--- config.mk ---
export PLATFORM = sky130hd
export DESIGN_NAME = csel_bank
export DESIGN_NICKNAME = d
export VERILOG_FILES = /design/src/rtl/csel_pkg.sv /design/src/rtl/csel_regs.sv /design/src/rtl/csel_match.sv /design/src/rtl/csel_ack.sv /design/src/rtl/csel_bank.sv
export SDC_FILE = /design/constraint.sdc
export NUM_CORES = 1
export LEC_CHECK = 0
export ABC_AREA = 1
export ABC_CLOCK_PERIOD_IN_PS = 7500
export CORE_MARGIN = 2
export CORE_UTILIZATION = 64
export DETAILED_ROUTE_END_ITERATION = 7
export GPL_TIMING_DRIVEN = 1
export PLACE_DENSITY = 0.86
export SYNTH_ARGS = -nofsm -noshare
export SYNTH_HDL_FRONTEND = slang
export SYNTH_SLANG_ARGS = --single-unit
export TNS_END_PERCENT = 30
--- constraint.sdc ---
create_clock -name clk -period 7.5 [get_ports clk]
set_input_delay 1.125 -clock clk [delete_from_list [all_inputs] [get_ports clk]]
set_output_delay 1.125 -clock clk [all_outputs]
set_load 0.05 [all_outputs]
--- src/rtl/csel_pkg.sv ---
// Shared types for the chip-select bank.
// Assumes 16-bit configuration halves, with the base field covering A31..A17.
package csel_pkg;
    localparam int BASE_LSB = 17;
    localparam int BASE_W   = 32 - BASE_LSB;

    typedef enum logic [1:0] {
        SZ_BYTE = 2'b00,
        SZ_WORD = 2'b01,
        SZ_LONG = 2'b10,
        SZ_BAD  = 2'b11
    } xfer_size_e;

    // Upper half: base address bits and write permission.
    typedef struct packed {
        logic [BASE_W-1:0] base;
        logic              wr_en;
    } cfg_hi_t;

    // Lower half as stored (the reserved bits are dropped).
    typedef struct packed {
        logic [3:0] wait_cnt;
        logic [3:0] size;
        logic [3:0] fc_en;
        logic       rd_en;
    } cfg_lo_t;
endpackage

--- src/rtl/csel_regs.sv ---
// Configuration store for all channels, with the write port and bus-error pulse.
// Assumes NCH is a power of two, so that the offset covers the channel index exactly.
// Only channel 0 is reset. The other channels start undefined.
module csel_regs
    import csel_pkg::*;
#(
    parameter int          NCH    = 8,
    parameter logic [15:0] HI_RST = 16'h0001,
    parameter logic [15:0] LO_RST = 16'hFFF1,
    localparam int         OFS_W  = $clog2(NCH) + 2
) (
    input  logic                clk,
    input  logic                rst_n,
    input  logic                cfg_we,
    input  logic                cfg_super,
    input  logic [1:0]          cfg_size,
    input  logic [OFS_W-1:0]    cfg_ofs,
    input  logic [31:0]         cfg_wdata,
    output cfg_hi_t [NCH-1:0]   hi_q,
    output cfg_lo_t [NCH-1:0]   lo_q,
    output logic                cfg_berr
);
    localparam int CH_W = OFS_W - 2;

    logic            legal;
    logic            is_long;
    logic [CH_W-1:0] ch_idx;
    cfg_hi_t         hi_d;
    cfg_lo_t         lo_d;
    logic            unused_rsvd;

    assign is_long = (xfer_size_e'(cfg_size) == SZ_LONG);
    assign legal   = cfg_super && !cfg_ofs[0] &&
                     ((xfer_size_e'(cfg_size) == SZ_WORD) || (is_long && !cfg_ofs[1]));
    assign ch_idx  = cfg_ofs[OFS_W-1:2];
    assign hi_d    = is_long ? cfg_hi_t'(cfg_wdata[31:16]) : cfg_hi_t'(cfg_wdata[15:0]);
    assign lo_d    = cfg_lo_t'({cfg_wdata[15:4], cfg_wdata[0]});
    assign unused_rsvd = ^cfg_wdata[3:1];

    for (genvar i = 0; i < NCH; i++) begin : g_ch
        logic    sel_i, wr_hi, wr_lo;
        cfg_hi_t hi_r;
        cfg_lo_t lo_r;

        assign sel_i   = cfg_we && legal && (ch_idx == CH_W'(i));
        assign wr_hi   = sel_i && (is_long || !cfg_ofs[1]);
        assign wr_lo   = sel_i && (is_long ||  cfg_ofs[1]);
        assign hi_q[i] = hi_r;
        assign lo_q[i] = lo_r;

        if (i == 0) begin : g_rst
            // Channel 0: reset image, then software updates.
            always_ff @(posedge clk) begin
                if (!rst_n) begin
                    hi_r <= cfg_hi_t'(HI_RST);
                    lo_r <= cfg_lo_t'({LO_RST[15:4], LO_RST[0]});
                end else begin
                    if (wr_hi) hi_r <= hi_d;
                    if (wr_lo) lo_r <= lo_d;
                end
            end
        end else begin : g_norst
            // Other channels: software updates only, with no reset value.
            always_ff @(posedge clk) begin
                if (wr_hi) hi_r <= hi_d;
                if (wr_lo) lo_r <= lo_d;
            end
        end
    end

    // A refused write raises the error flag for one clock.
    always_ff @(posedge clk) begin
        if (!rst_n) cfg_berr <= 1'b0;
        else        cfg_berr <= cfg_we && !legal;
    end
endmodule

--- src/rtl/csel_match.sv ---
// Combinational compare for one channel.
// Assumes function codes 1, 2, 5 and 6 are the only cycle types that can be enabled.
module csel_match
    import csel_pkg::*;
(
    input  logic [BASE_W-1:0] base,
    input  logic              wr_en,
    input  logic              rd_en,
    input  logic [3:0]        size,
    input  logic [3:0]        fc_en,
    input  logic [BASE_W-1:0] addr_hi,
    input  logic              rw,
    input  logic [2:0]        fc,
    output logic              hit
);
    logic [BASE_W-1:0] ign;
    logic              fc_ok, dir_ok, adr_ok, base_clean;

    // Build the ignored-bit mask from the size code.
    always_comb begin
        for (int k = 0; k < BASE_W; k++) ign[k] = (k < int'(size));
    end

    // Pick the enable bit for the cycle type.
    always_comb begin
        unique case (fc)
            3'd1:    fc_ok = fc_en[0];
            3'd2:    fc_ok = fc_en[1];
            3'd5:    fc_ok = fc_en[2];
            3'd6:    fc_ok = fc_en[3];
            default: fc_ok = 1'b0;
        endcase
    end

    assign dir_ok     = rw ? rd_en : wr_en;
    assign adr_ok     = (((addr_hi ^ base) & ~ign) == '0);
    assign base_clean = ((base & ign) == '0);
    assign hit        = fc_ok && dir_ok && adr_ok && base_clean;
endmodule

--- src/rtl/csel_ack.sv ---
// Acknowledge timer. It counts clocks of a strobed cycle and releases dtack_n
// after the wait count of the lowest-numbered hit plus one.
// Assumes the hit vector is already gated by any channel muting.
module csel_ack #(
    parameter int NCH    = 8,
    parameter int WAIT_W = 4
) (
    input  logic                  clk,
    input  logic                  rst_n,
    input  logic                  as_n,
    input  logic [NCH-1:0]        hits,
    input  logic [NCH*WAIT_W-1:0] waits,
    output logic                  dtack_n
);
    logic [WAIT_W-1:0] win_wait;
    logic [WAIT_W:0]   cnt;
    logic              any_hit;

    // The lowest-numbered hit wins (the loop runs downward so that it is written last).
    always_comb begin
        win_wait = '0;
        for (int i = NCH - 1; i >= 0; i--) begin
            if (hits[i]) win_wait = waits[i*WAIT_W +: WAIT_W];
        end
    end

    assign any_hit = |hits;

    // Clock counter for the current strobe, which saturates just past the wait.
    always_ff @(posedge clk) begin
        if (!rst_n || as_n)                cnt <= '0;
        else if (cnt <= {1'b0, win_wait}) cnt <= cnt + 1'b1;
    end

    assign dtack_n = !(!as_n && any_hit && (cnt > {1'b0, win_wait}));
endmodule

--- src/rtl/csel_bank.sv ---
// Top of the chip-select bank: configuration store, one comparator per channel,
// select gating and the acknowledge timer.
// Assumes the bus inputs are stable while as_n is low.
module csel_bank
    import csel_pkg::*;
#(
    parameter int          NCH       = 8,
    parameter int          LOW_GROUP = 4,
    parameter logic [15:0] CH0_HI    = 16'h0001,
    parameter logic [15:0] CH0_LO    = 16'hFFF1,
    localparam int         OFS_W     = $clog2(NCH) + 2
) (
    input  logic             clk,
    input  logic             rst_n,
    input  logic             as_n,
    input  logic [31:0]      addr,
    input  logic             rw,
    input  logic [2:0]       fc,
    input  logic             cs_lo_off,
    input  logic             cfg_we,
    input  logic             cfg_super,
    input  logic [1:0]       cfg_size,
    input  logic [OFS_W-1:0] cfg_ofs,
    input  logic [31:0]      cfg_wdata,
    output logic [NCH-1:0]   cs_n,
    output logic             dtack_n,
    output logic             cfg_berr
);
    cfg_hi_t [NCH-1:0] hi_q;
    cfg_lo_t [NCH-1:0] lo_q;
    logic    [NCH-1:0] raw_hit, hits;
    logic    [NCH*4-1:0] waits;
    logic              unused_addr;

    assign unused_addr = ^addr[BASE_LSB-1:0];

    csel_regs #(.NCH(NCH), .HI_RST(CH0_HI), .LO_RST(CH0_LO)) u_regs (
        .clk(clk), .rst_n(rst_n), .cfg_we(cfg_we), .cfg_super(cfg_super),
        .cfg_size(cfg_size), .cfg_ofs(cfg_ofs), .cfg_wdata(cfg_wdata),
        .hi_q(hi_q), .lo_q(lo_q), .cfg_berr(cfg_berr)
    );

    for (genvar i = 0; i < NCH; i++) begin : g_chan
        csel_match u_match (
            .base(hi_q[i].base), .wr_en(hi_q[i].wr_en), .rd_en(lo_q[i].rd_en),
            .size(lo_q[i].size), .fc_en(lo_q[i].fc_en),
            .addr_hi(addr[31:BASE_LSB]), .rw(rw), .fc(fc), .hit(raw_hit[i])
        );
        if (i < LOW_GROUP) begin : g_mutable
            assign hits[i] = raw_hit[i] && !cs_lo_off;
        end else begin : g_fixed
            assign hits[i] = raw_hit[i];
        end
        assign waits[i*4 +: 4] = lo_q[i].wait_cnt;
    end

    assign cs_n = ~(hits & {NCH{~as_n}});

    csel_ack #(.NCH(NCH), .WAIT_W(4)) u_ack (
        .clk(clk), .rst_n(rst_n), .as_n(as_n), .hits(hits), .waits(waits),
        .dtack_n(dtack_n)
    );
endmodule

==> impl_metrics.tcl <==
set metrics [dict create \
    gp_congestion 1.00 \
    yosys.area.top_type "edfxtp_1" \
    ctsHoldBuffers 0 \
    yosys.area.top_type_share_pct 49.8 \
    place_area_um2 13300 \
    cts_resized 0 \
    drcViolationCount 0 \
    fmax_ghz 0.140 \
    ys_ff_latch 238 \
    synth.area.top_cells "edfxtp_1, nand2_1, dfxtp_1" \
    die_width_um 142 \
    die_h_um 142 \
    rsz0062_at_grt "no" \
    hold_class "reg2reg" \
    synth-edff-count 203 \
    cap_viol_max_count 0 \
    syn_nets 1461 \
    highest_layer "met4" \
    cp.arrival_ns 6.02 \
    synth_cells 1373 \
    clk_path_buf_depth 3 \
    syn-mean-instance-area_um2 8.92 \
    met1_length_um 13200 \
    grt_max_degree 32 \
    fin_setup_tns_ns 0 \
    initial_core_util_pct 65.2 \
    htreeDepth 1 \
    grt-ovfl-total 0 \
    final_cells 1716 \
    via_per_inst 6.11 \
    synth-async-reset-ratio_pct 0 \
    final_area_um2 14100 \
    clock_tree.root_cell "clkbuf_16" \
    grt_use_total_pct 38.1 \
    finalHoldViolCount 0 \
    placed_cells 1670 \
    netlist_area_um2 12200 \
    clk_transition_reported_paths_ns 0.06 \
    dp_hpwl_um 25900 \
    critPathKind "in2out" \
    drt-initial-drc-count 1290 \
    die_area_um2 20300 \
    cts_setup_buffers 0 \
    r2r-start "u_regs.lo_q[21]$_DFFE_PP_" \
    route.met2.wl_um 16800 \
    pin_count 91 \
    yosysWarnings 0 \
    required_ns 6.38 \
    drt_pass1_iterations 7 \
    clock_latency_ns 0.52 \
    status "completed" \
    cts_tree "done" \
    grt_pass1_vias 9878 \
    drv_slew 0 \
    wl_met3_um 5530 \
    ys_seq_area_share_pct 55.5 \
    routedWlPerCell_um 22.1 \
    grt_pass1_wl_um 56600 \
    setup_violations 0 \
    totalWireLength_um 37900 \
    ir_drop_mv 0.188 \
    final_antenna_net_count 0 \
    skew_ns 0.00889 \
    crit_path_start_kind "input port" \
    antenna_found_initial 1 \
    final_layout_size_suffix_gt1_share_pct 7.02 \
    numCtsBuffers 25 \
    worst_slew_pin_slew_ns 1.19 \
    period_minus_slack_ns 7.14 \
    p_leak_nw 5.71 \
    nNetsFinal 1551 \
    timing.final.crit_share_pct 95.2 \
    synthToLayoutAreaGrowth_pct 15.0 \
    num_rows 50 \
    end_kind "output pin" \
    ys_types 53 \
    cp_max_fo 9 \
    core_region_area_um2 18800 \
    startpoint "fc[0]" \
    finalPower_mw 2.91 \
    p_per_area_nw_per_um2 207 \
    via_count 10480 \
    cts.sinks 238 \
    ys.flop_type "edfxtp_1" \
    maxSlewHeadroom_pct 20.7 \
    hold_path_startpoint "u_regs.lo_q[11]$_SDFFE_PN1P_" \
    io_buffers 73 \
]
==> power breakdown <==
| part | leakage [nW] | internal, mW | switching, mW |
|---|---|---|---|
| combinational | 3.23 | 0.0723 | 0.163 |
| sequential | 2.08 | 1.45 | 0.00432 |
| clock | 0.394 | 0.721 | 0.501 |
| total | 5.71 | 2.24 | 0.669 |
==> cells in the final DEF (no fill, tap or decap), types with 7 or more instances in the layout <==
cell / Yosys / final
dfxtp_1: 35 / 35
nand2_1: 379 / 379
o211ai_1: 15 / 15
ha_1: 7 / 7
buf_4: 4 / 24
nor2_2: 8 / 8
nor2_1: 135 / 135
edfxtp_1: 203 / 203
xor2_1: 34 / 34
nand3_1: 88 / 88
inv_1: 144 / 144
clkbuf_1: 6 / 10
a21oi_1: 49 / 49
clkdlybuf4s50_1: 0 / 73
o22ai_1: 11 / 11
clkbuf_16: 0 / 26
nand4_1: 20 / 20
o21ai_0: 72 / 72
inv_2: 13 / 13
xnor2_1: 34 / 34
o21ai_1: 19 / 19
==> cell families (layout without fill, tap and decap cells) <==
kind of cell | after synthesis | count (layout) | synth area share, %
compound gates | 203 | 203 | 9.75
flops | 238 | 238 | 55.5
buf+inv | 192 | 300 | 6.36
simple gates | 665 | 665 | 22.8
other cells | 0 | 1 | 0
fa+ha+maj | 7 | 7 | 0.715
xor+xnor | 68 | 68 | 4.86
==> metal layers <==
| layer | vias to the layer above | global-route usage (%) |
|---|---|---|
| met5 | - | 0 |
| met4 | 0 | 20.4 |
| met3 | 162 | 8.08 |
| met2 | 722 | 59.4 |
| met1 | 4816 | 50.6 |
| li1 | 4780 | - |
==> final cells by class <==
type,instances,area (µm²)
tap,234,293
sequential,238,6800
antenna,1,2.50
timing repair buffer,97,911
multi-input combinational,943,4680
fill,1351,4690
inverter,158,593
clock inverter,4,48.8
clock buffer,41,757
==> worst max-delay path: stages <==
cell	delay, ns
clkdlybuf4s50_1	0.49
inv_1	0.05
ha_1	0.44
nor2_1	0.36
o21ai_0	0.20
nor4_1	0.36
nand2_1	0.10
nor2_1	0.15
nand3_1	0.36
o21ai_0	0.35
inv_1	0.09
a21oi_2	0.13
ha_1	0.24
nand2_1	0.09
o21bai_1	0.11
o311ai_0	0.14
nand2_1	0.17
inv_1	0.09
nand3_1	0.11
clkdlybuf4s50_1	0.83
==> per-stage QoR <==
step           hold WS, ns  utilization (%)  worst slack [ns]
2_1_floorplan        0.421                -              2.37
3_3_place_gp         0.435             70.7             0.641
3_5_place_dp         0.438             70.7             0.547
4_1_cts              0.453             75.0             0.432
5_1_grt              0.472             75.0            0.0304
6_report             0.455             75.0             0.359
==> path summary, 6_finish.rpt <==
path,to,slack (ns),cells after the start
max,dtack_n,0.36,20
min,u_regs.lo_q[11]$_SDFFE_PN1P_,0.46,2
max reg2reg,u_ack.cnt[3]$_SDFFE_PP0P_,3.55,20
min reg2reg,u_regs.lo_q[11]$_SDFFE_PN1P_,0.46,2
==> sequential cells by signal (all words and copies together) (netlist names) <==
| signal | flops |
|---|---|
| u_regs.hi_q | 128 |
| u_regs.lo_q | 104 |
| u_ack.cnt | 5 |
| u_regs.cfg_berr | 1 |
==> cell usage after synthesis (6+ instances only) <==
| library cell | count |
|---|---|
| nand2_1 | 379 |
| edfxtp_1 | 203 |
| inv_1 | 144 |
| nor2_1 | 135 |
| nand3_1 | 88 |
| o21ai_0 | 72 |
| a21oi_1 | 49 |
| dfxtp_1 | 35 |
| xnor2_1 | 34 |
| xor2_1 | 34 |
| buf_2 | 21 |
| nand4_1 | 20 |
| o21ai_1 | 19 |
| o211ai_1 | 15 |
| inv_2 | 13 |
| o22ai_1 | 11 |
| nor2_2 | 8 |
| ha_1 | 7 |
| clkbuf_1 | 6 |
No activity file was read; power rests on OpenSTA's default activity.
